File: src/rtl/hd_spi_master.sv
module hd_spi_master #(
  parameter int NCS = 2
) (
  input  logic           clk,
  input  logic           rst_n,
  input  logic [3:0]     reg_addr,
  input  logic           reg_we,
  input  logic [31:0]    reg_wdata,
  output logic [31:0]    reg_rdata,
  output logic           spi_sck,
  output logic           spi_mosi,
  input  logic           spi_miso,
  output logic [NCS-1:0] spi_cs_n
);
  localparam int DIV_W     = 12;
  localparam int BUF_BYTES = 32;
  localparam int BUF_BITS  = BUF_BYTES * 8;
  localparam int CMD_MAX   = 32;
  localparam int CW        = $clog2(CMD_MAX + 1);
  localparam int XW        = $clog2(BUF_BITS + 1);
  localparam int GW        = $clog2(CMD_MAX + 2 * BUF_BITS + 1);
  localparam int TW        = DIV_W + 1;

  localparam logic [3:0] A_CTRL = 4'd0, A_CMD = 4'd1, A_CFG = 4'd10,
                         A_CNT = 4'd11, A_SEL = 4'd14;

  logic [31:0]       cmd_q;
  logic [BUF_BITS-1:0] buf_q;
  logic [DIV_W-1:0]  div_q;
  logic              lsb_q;
  logic [31:0]       cnt_q;
  logic [NCS-1:0]    sel_q;
  logic              busy_q;
  logic              sck_q;
  logic [TW-1:0]     tick_q;
  logic [GW-1:0]     pos_q;

  function automatic logic [2:0] bsel(input logic [2:0] b, input logic lsb);
    return lsb ? b : ~b;
  endfunction

  logic [TW-1:0] dv, lo_last, bit_last;
  assign dv       = TW'(div_q) + TW'(2);
  assign lo_last  = dv - (dv >> 1) - TW'(1);
  assign bit_last = dv - TW'(1);

  logic [CW-1:0] cmd_n;
  logic [XW-1:0] tx_n, rx_n;
  logic [GW-1:0] tx_end, total;
  assign cmd_n  = (cnt_q[31:24] > 8'd32)  ? CW'(CMD_MAX)  : cnt_q[24 +: CW];
  assign rx_n   = (cnt_q[23:12] > 12'd256) ? XW'(BUF_BITS) : cnt_q[12 +: XW];
  assign tx_n   = (cnt_q[11:0]  > 12'd256) ? XW'(BUF_BITS) : cnt_q[0 +: XW];
  assign tx_end = GW'(cmd_n) + GW'(tx_n);
  assign total  = tx_end + GW'(rx_n);

  logic in_cmd, in_tx, in_rx;
  assign in_cmd = pos_q < GW'(cmd_n);
  assign in_tx  = !in_cmd && (pos_q < tx_end);
  assign in_rx  = !in_cmd && !in_tx && (pos_q < total);

  logic [7:0] tx_idx, rx_idx;
  assign tx_idx = 8'(pos_q - GW'(cmd_n));
  assign rx_idx = 8'(pos_q - tx_end);

  logic cmd_bit, tx_bit;
  assign cmd_bit = cmd_q[{~pos_q[4:3], bsel(pos_q[2:0], lsb_q)}];
  assign tx_bit  = buf_q[{tx_idx[7:3], bsel(tx_idx[2:0], lsb_q)}];

  assign spi_mosi = busy_q && (in_cmd ? cmd_bit : (in_tx && tx_bit));
  assign spi_sck  = sck_q;
  assign spi_cs_n = ~sel_q;

  logic [2:0] wsel;
  assign wsel = 3'(reg_addr - 4'd2);

  always_ff @(posedge clk) begin
    if (!rst_n) begin
      cmd_q  <= '0;
      buf_q  <= '0;
      div_q  <= '0;
      lsb_q  <= 1'b0;
      cnt_q  <= '0;
      sel_q  <= '0;
      busy_q <= 1'b0;
      sck_q  <= 1'b0;
      tick_q <= '0;
      pos_q  <= '0;
    end else begin
      if (reg_we && reg_addr == A_SEL)
        sel_q <= reg_wdata[NCS-1:0];
      if (reg_we && !busy_q) begin
        case (reg_addr)
          A_CTRL: if (reg_wdata[8]) begin
            busy_q <= 1'b1;
            pos_q  <= '0;
            tick_q <= '0;
            sck_q  <= 1'b0;
          end
          A_CMD: cmd_q <= reg_wdata;
          4'd2, 4'd3, 4'd4, 4'd5, 4'd6, 4'd7, 4'd8, 4'd9:
            buf_q[{wsel, 5'd0} +: 32] <= reg_wdata;
          A_CFG: begin
            div_q <= reg_wdata[27:16];
            lsb_q <= reg_wdata[3];
          end
          A_CNT: cnt_q <= reg_wdata;
          default: ;
        endcase
      end
      if (busy_q) begin
        if (pos_q == total) begin
          busy_q <= 1'b0;
        end else begin
          if (tick_q == lo_last) begin
            sck_q <= 1'b1;
            if (in_rx)
              buf_q[{rx_idx[7:3], bsel(rx_idx[2:0], lsb_q)}] <= spi_miso;
          end
          if (tick_q == bit_last) begin
            sck_q  <= 1'b0;
            tick_q <= '0;
            pos_q  <= pos_q + GW'(1);
          end else begin
            tick_q <= tick_q + TW'(1);
          end
        end
      end
    end
  end

  always_comb begin
    reg_rdata = '0;
    case (reg_addr)
      A_CTRL: reg_rdata[16] = busy_q;
      A_CMD:  reg_rdata = cmd_q;
      4'd2, 4'd3, 4'd4, 4'd5, 4'd6, 4'd7, 4'd8, 4'd9:
        reg_rdata = buf_q[{wsel, 5'd0} +: 32];
      A_CFG: begin
        reg_rdata[27:16] = div_q;
        reg_rdata[3]     = lsb_q;
      end
      A_CNT:  reg_rdata = cnt_q;
      A_SEL:  reg_rdata[NCS-1:0] = sel_q;
      default: ;
    endcase
  end

  p_sck_idle_r2: assert property (@(posedge clk) disable iff (!rst_n)
    !busy_q |-> !spi_sck);

  p_busy_holds_r3: assert property (@(posedge clk) disable iff (!rst_n)
    (busy_q && pos_q != total) |=> busy_q);

  p_mosi_steady_r10: assert property (@(posedge clk) disable iff (!rst_n)
    (busy_q && $past(busy_q) && spi_sck) |-> $stable(spi_mosi));

  p_advance_on_fall_r10: assert property (@(posedge clk) disable iff (!rst_n)
    (busy_q && $past(busy_q) && pos_q != $past(pos_q)) |-> $fell(spi_sck));

  p_cmd_frozen_r12: assert property (@(posedge clk) disable iff (!rst_n)
    (busy_q && reg_we && reg_addr == A_CMD) |=> $stable(cmd_q));

  p_sel_write_r11: assert property (@(posedge clk) disable iff (!rst_n)
    (reg_we && reg_addr == A_SEL) |=> (spi_cs_n == ~$past(reg_wdata[NCS-1:0])));

endmodule

File: config.mk
export PLATFORM = sky130hd
export DESIGN_NAME = hd_spi_master
export DESIGN_NICKNAME = d
export VERILOG_FILES = /design/src/rtl/hd_spi_master.sv
export SDC_FILE = /design/constraint.sdc
export NUM_CORES = 1
export LEC_CHECK = 0
export BUFFER_PORTS_ARGS = -buffer_cell sky130_fd_sc_hd__buf_2
export CORE_MARGIN = 5
export CORE_UTILIZATION = 45
export CTS_BUF_LIST = sky130_fd_sc_hd__clkbuf_4 sky130_fd_sc_hd__clkbuf_8
export DETAILED_ROUTE_END_ITERATION = 7
export PLACE_DENSITY = 0.64
export SLEW_MARGIN = 10
export SYNTH_ARGS = -nofsm -noshare
export SYNTH_HDL_FRONTEND = slang
export SYNTH_SLANG_ARGS = --single-unit
export TNS_END_PERCENT = 100
File: constraint.sdc
create_clock -name clk -period 12.8 [get_ports clk]
set_clock_uncertainty 0.2 [all_clocks]
set_input_delay 2.56 -clock clk [delete_from_list [all_inputs] [get_ports clk]]
set_output_delay 2.56 -clock clk [all_outputs]
set_load 0.02 [all_outputs]
==> summary.txt, run 1 <==
Status
  – Status: completed

Clock tree
  – Skew-Pair Late Insertion Delay: roughly 0.66 ns
  – Number of setup buffers added after CTS: 0
  – Clock Path Buffers: 3
  – # clock sinks: between 300 and 400
  – Num CTS Buffers: a little under 70
  – Reg clk slew, reported paths: 0.06 ns
  – Root buffer cell: clkbuf_8
  – # hold bufs at CTS: 0
  – TritonCTS clock tree: done
  – H-tree depth: 3
  – Resize count post-CTS: 0

Yosys
  – Post-Syn Area: about 0.026 mm²
  – Mean post-synth cell area: 8.54 µm²
  – Register area share after synthesis: around 28%
  – Post-synth top area cell: dfxtp_1
  – Commonest cells post-synth: 492 x nand2_1, 389 x o21ai_0, 360 x dfxtp_1
  – Predominant post-synthesis flop cell: dfxtp_1
  – Number of flops mapped to enable cells by yosys: 0
  – Synthesized instance count: between 3,000 and 4,000
  – Mapped Nets: ~3,200
  – Synth Register Bits: 360
  – Ys async rst share: 0%
  – Count leader, synth: nand2_1
  – Yosys top cell area share: roughly 28%
  – Synthesis Warnings: 0
  – Distinct cells, synth: 90
  – Area contributors post-synth: dfxtp_1 28%, mux4_2 12%, o311a_1 9.8%

Timing
  – Final setup vio count: 0
  – Slew HR: under 10%
  – Period utilisation layout: just over 70%
  – Final Max Tran Viols: 0
  – Measured slew at the worst slew-check pin: around 1.4 ns
  – Setup TNS: 0 ns
  – Fmax: between 0.1 and 0.15 GHz
  – Fin crit period: 9.21 ns
  – Fin. Hold Viols: 0
  – Unrepaired setup endpoints after global routing: no

Worst hold path
  – Worst min path class: reg2reg
  – Min-delay src: cmd_q[14]

Drt
  – ANT nets after route: 0
  – Vias per cell: between 6 and 7
  – Wire per inst: roughly 30 µm
  – First-pass DRT Iterations: 6
  – Post-Route WL: approximately 110,000 µm
  – Detailed Route Iter0 Violations: slightly above 4,000
  – Post-route DRC: 0
  – Via Count: around 26,000

Placed design
  – Dpl hpwl: ~77,000 µm
  – Placer Congestion: 1.01
  – Port Buffers: 75
  – Placed cells: 3,667

Cells and area
  – Area Growth Syn to Fin: 7.27%
  – Fillers: ~5,500
  – Final std cells w/o fill: between 3,000 and 4,000
  – Nets: slightly above 3,000
  – Ratio of cells with drive above 1 in the final layout: 14.3%

Floorplanning
  – Die height: 251 µm
  – Initial Utilization: around 45%
  – Row cnt: 88
  – Core Area: around 0.058 mm²
  – Ports: 76
  – Die area: 0.0630 mm²
  – Die X: around 250 µm

Setup path
  – Maximum fanout along the worst path: 48
  – Setup crit end kind: output port
  – WS Path Type: reg2out
  – Worst r2r src: cnt_q[0]
  – Data arrival time of the worst path: approximately 6.5 ns
  – Worst Setup SP: cnt_q[31]
  – Startpoint types: register
  – Worst Path Required: between 10 and 15 ns

GRT
  – Largest net degree at the start of global routing: between 200 and 250
  – GRT Overall Usage: between 30% and 40%
  – Vias in the first global route: about 24,000
  – First-pass GRT wire length: 163,000 µm
  – Initial antenna violation count: 3
  – GRT Residual Overflow: 0

Pwr
  – LEAKAGE: ~9.5 nW
  – Pwr Density: roughly 98 mW/mm²
  – Peak supply drop: 61.1 µV

Flow run
  – Max-cap violation count: 0
## placed cells by master (no fill, tap or decap), drive strengths merged, types with 72 or more instances in the layout
cell type    n
o21ai      405
clkbuf     101
nor2       163
nand2      492
o311a      257
ha          72
mux4       138
dfxtp      360
a21boi      83
buf        122
mux2i      103
a21oi      164
## final timing paths
kind                             endpoint  slack (ns)  depth (start not counted)
worst max-delay path             spi_mosi        3.59                         16
worst min-delay path            cmd_q[14]        0.28                          2
worst max register to register  buf_q[65]        4.39                         23
worst min register to register  cmd_q[14]        0.28                          2
## worst max-delay path, cell delays in order, from the launching register on
cell      delay (ns)
dfxtp_1         0.32
nor3_1          0.61
and2_1          0.31
ha_1            0.22
inv_1           0.07
fa_1            0.64
xor2_4          0.58
buf_4           0.76
mux4_2          0.59
and2_1          0.16
a211oi_1        0.22
a211oi_1        0.08
a211o_1         0.33
o311ai_0        0.32
a211o_1         0.15
o32ai_1         0.16
buf_2           0.21
## cells by family after synthesis
group,count (synthesis),share of synthesized area [%]
buffers and inverters,334,5.74
XOR/XNOR,82,3.21
other,1,0.0143
AND/OR/NAND/NOR,893,15.3
flip-flops,360,27.6
multiplexers,248,16.1
AO/OA/AOI/OAI,1065,28.2
adder cells (fa/ha/maj),78,3.83
## report_power, final
part	switching [W]	leakage, nW	total (W)	internal [W]
Clock	0.000542	0.708	0.00117	0.000632
Sequential	0.0000146	2.90	0.00115	0.00113
Combinational	0.000310	5.93	0.000421	0.000111
## registers in the layout (all words and copies together), names as in the netlist
register / flops
tick_q: 13
buf_q: 256
cnt_q: 32
lsb_q: 1
busy_q: 1
cmd_q: 32
sel_q: 2
pos_q: 10
div_q: 12
spi_sck: 1
## layout make-up
cell class                      count  area (µm²)  area share [%]
Multi-Input combinational cell   2367       17600            62.7
Sequential cell                   360        7210            25.7
Clock buffer                      101        1270            4.53
Tap cell                          765         957            3.41
Timing Repair Buffer              122         756            2.69
Inverter                           53         199           0.709
Clock inverter                     10        67.6           0.241
Antenna cell                        2        5.00          0.0178
## per-layer routing
layer	GRT usage (%)	vias to the layer above	share of wire, %
li1	-	11400	-
met1	45.4	12600	39
met2	49.6	1932	42
met3	12.2	339	14
met4	13.2	2	4.9
met5	0	-	0.012
## stage by stage
step	util, %	total power, W	setup slack (ns)	hold slack, ns	instance area (µm²)
2_1_floorplan	-	0.00143	5.26	0.252	26200
3_3_place_gp	46.4	0.00157	4.22	0.267	26700
3_5_place_dp	46.4	0.00157	4.34	0.275	26700
4_1_cts	48.7	0.00273	3.61	0.283	28000
5_1_grt	48.7	0.00281	3.23	0.308	28100
6_report	48.7	0.00274	3.59	0.281	28100
(Power assumes the default switching activity.)
==> run 2: changes to the inputs <==
--- a/config.mk
+++ b/config.mk
@@ -10,7 +10,7 @@
 export CORE_UTILIZATION = 45
 export CTS_BUF_LIST = sky130_fd_sc_hd__clkbuf_4 sky130_fd_sc_hd__clkbuf_8
 export DETAILED_ROUTE_END_ITERATION = 7
-export PLACE_DENSITY = 0.64
+export PLACE_DENSITY = 0.66
 export SLEW_MARGIN = 10
 export SYNTH_ARGS = -nofsm -noshare
 export SYNTH_HDL_FRONTEND = slang
==> constraint.sdc (replaced) <==
create_clock -name clk -period 7.8 [get_ports clk]
set_clock_uncertainty 0.2 [all_clocks]
set_input_delay 1.56 -clock clk [delete_from_list [all_inputs] [get_ports clk]]
set_output_delay 1.56 -clock clk [all_outputs]
set_load 0.02 [all_outputs]
==> summary.txt, run 2 (synthesized netlist as in run 1, its figures left out) <==
Floorplanning
  – Die area: 0.0630 mm²
  – Core Area: 0.0576 mm²
  – Ports: 76
  – Die X: approximately 250 µm
  – Row cnt: 88
  – Die height: ~250 µm
  – Initial Utilization: approximately 45%

Timing
  – Final setup vio count: 0
  – Unrepaired setup endpoints after global routing: no
  – Measured slew at the worst slew-check pin: around 1.3 ns
  – Period utilisation layout: a little over nine tenths
  – Fin. Hold Viols: 0
  – Final setup margin: between 0.4 and 0.5 ns
  – Fin crit period: ~7.4 ns
  – Slew HR: 14.4%
  – Hold WS: 0.278 ns
  – Final Max Tran Viols: 0
  – Setup TNS: 0 ns
  – Fmax: approximately 0.14 GHz

Pwr
  – LEAKAGE: around 9.6 nW
  – Pwr Density: 159 mW/mm²
  – Peak supply drop: 120 µV

Clock tree
  – Skew-Pair Late Insertion Delay: 0.65 ns
  – Num CTS Buffers: 67
  – Root buffer cell: clkbuf_8
  – # clock sinks: 360
  – Number of setup buffers added after CTS: 0
  – H-tree depth: 3
  – Reg clk slew, reported paths: 0.07 ns
  – Resize count post-CTS: 0
  – # hold bufs at CTS: 0
  – TritonCTS clock tree: done
  – Clock Path Buffers: 3

Setup path
  – Reg-to-Reg End: buf_q[69]
  – Reg2reg path depth: 25
  – Top delay family on crit path: compound AO/OA/AOI/OAI gates
  – Reg2reg setup slack: ~0.79 ns
  – CP peak stage delay: roughly 0.60 ns
  – CP bufs+invs: 4
  – Crit-path cells: nor3_1, buf_4, and2_1, ha_1, inv_1, fa_1, xor2_4, buf_4, mux4_2, mux2i_1, mux2i_1, nor2_1, o41ai_1, o21ai_0, a211o_1, o32ai_1, buf_2
  – Startpoint types: register
  – Maximum fanout along the worst path: 17
  – Data arrival time of the worst path: roughly 5.6 ns
  – Setup crit end kind: output port
  – Slowest CP cell: fa_1
  – Worst r2r src: cnt_q[12]
  – Worst Path Required: 6.04 ns
  – WS Path Type: reg2out

Drt
  – ANT nets after route: 0
  – Post-route DRC: 3
  – Post-Route WL: roughly 110,000 µm
  – Detailed Route Iter0 Violations: between 3,000 and 4,000
  – Wire per inst: about 28 µm
  – First-pass DRT Iterations: 8
  – Via Count: 25,900
  – Vias per cell: 6.83

Placed design
  – Placer Congestion: 0.997
  – Port Buffers: between 70 and 80
  – Dpl hpwl: 75,500 µm
  – Setup slack at placement: 0.933 ns

Worst hold path
  – Hold endpoint: cmd_q[28]
  – Min-delay src: cmd_q[28]
  – Worst min path class: reg2reg
  – Hold path depth: 2

Cells and area
  – Most frequent cells in the layout: 492 x nand2_1, 389 x o21ai_0, 360 x dfxtp_1
  – Biggest register: buf_q
  – Ratio of cells with drive above 1 in the final layout: ~15%
  – Fin util: roughly half
  – Number of flip-flops in the largest register: between 200 and 300
  – Regs by FF count: buf_q x256, cmd_q x32, cnt_q x32
  – Area Growth Syn to Fin: 7.78%
  – Commonest non-fill, non-tap cell in the layout: nand2_1
  – Fillers: around 5,400
  – Nets: roughly 3,100

GRT
  – Vias in the first global route: ~24,000
  – Initial antenna violation count: 6
  – Largest net degree at the start of global routing: 220
  – GRT Overall Usage: 32.5%
  – First-pass GRT wire length: approximately 160,000 µm
  – GRT Residual Overflow: 0

Flow run
  – Max-cap violation count: 0

Status
  – Failing checks: DRC
  – Status: complete, but fails checks
==> run 2: changes by cell type in the layout (fill, tap and decap cells not counted), sizes merged <==
cell	delta
diode	-1
clkinv	+2
clkinvlp	+1
buf	+10
clkbuf	+1
inv	-1
==> run 2: final cells by class <==
type / instances / area [µm²] / area share [%]
clock inverter: 12 / 76.3 / 0.271
clock buffer: 102 / 1280 / 4.54
sequential: 360 / 7210 / 25.6
antenna: 1 / 2.50 / 0.00888
multi-input combinational: 2367 / 17600 / 62.3
tap: 765 / 957 / 3.40
timing repair buffer: 132 / 893 / 3.17
inverter: 53 / 199 / 0.706
==> run 2: routing by layer <==
layer	wire (µm)	up-vias	global-route usage [%]
li1	-	11400	-
met1	42000	12500	43.9
met2	47700	1717	50.4
met3	12900	268	7.81
met4	4820	6	12.9
met5	39	-	0
==> run 2: how the worst max path moves through the flow <==
stage	from	endpoint	slack, ns	cells after the start
detailed placement	cnt_q[13]	buf_q[112]	0.93	25
global route	cnt_q[7]	spi_mosi	0.26	19
finish	cnt_q[31]	spi_mosi	0.41	17
floorplan	cnt_q[9]	buf_q[235]	1.67	25
global placement	cnt_q[13]	buf_q[249]	1.03	25
CTS	cnt_q[31]	spi_mosi	0.50	17
==> run 2: tightest hold or removal path: cells and delay by family, from the launching register on <==
kind	cells	cell delay, ns
AOI/OAI and AO/OA	1	0.06
and+or+nand+nor	1	0.05
DFF	1	0.31
==> run 2: power breakdown <==
part | switching [W] | leakage [nW] | total (W) | internal, W
clock network | 0.000886 | 0.716 | 0.00193 | 0.00104
logic | 0.000483 | 5.99 | 0.000671 | 0.000188
registers | 0.0000234 | 2.90 | 0.00188 | 0.00186
==> run 2: metrics by stage <==
| stage | power [W] | instance area [µm²] | std cells |
|---|---|---|---|
| 2_1_floorplan | 0.00234 | 26200 | 3061 |
| 3_3_place_gp | 0.00255 | 26800 | 3676 |
| 3_5_place_dp | 0.00256 | 26800 | 3676 |
| 4_1_cts | 0.00446 | 28200 | 3790 |
| 5_1_grt | 0.00460 | 28200 | 3792 |
| 6_report | 0.00448 | 28200 | 3792 |
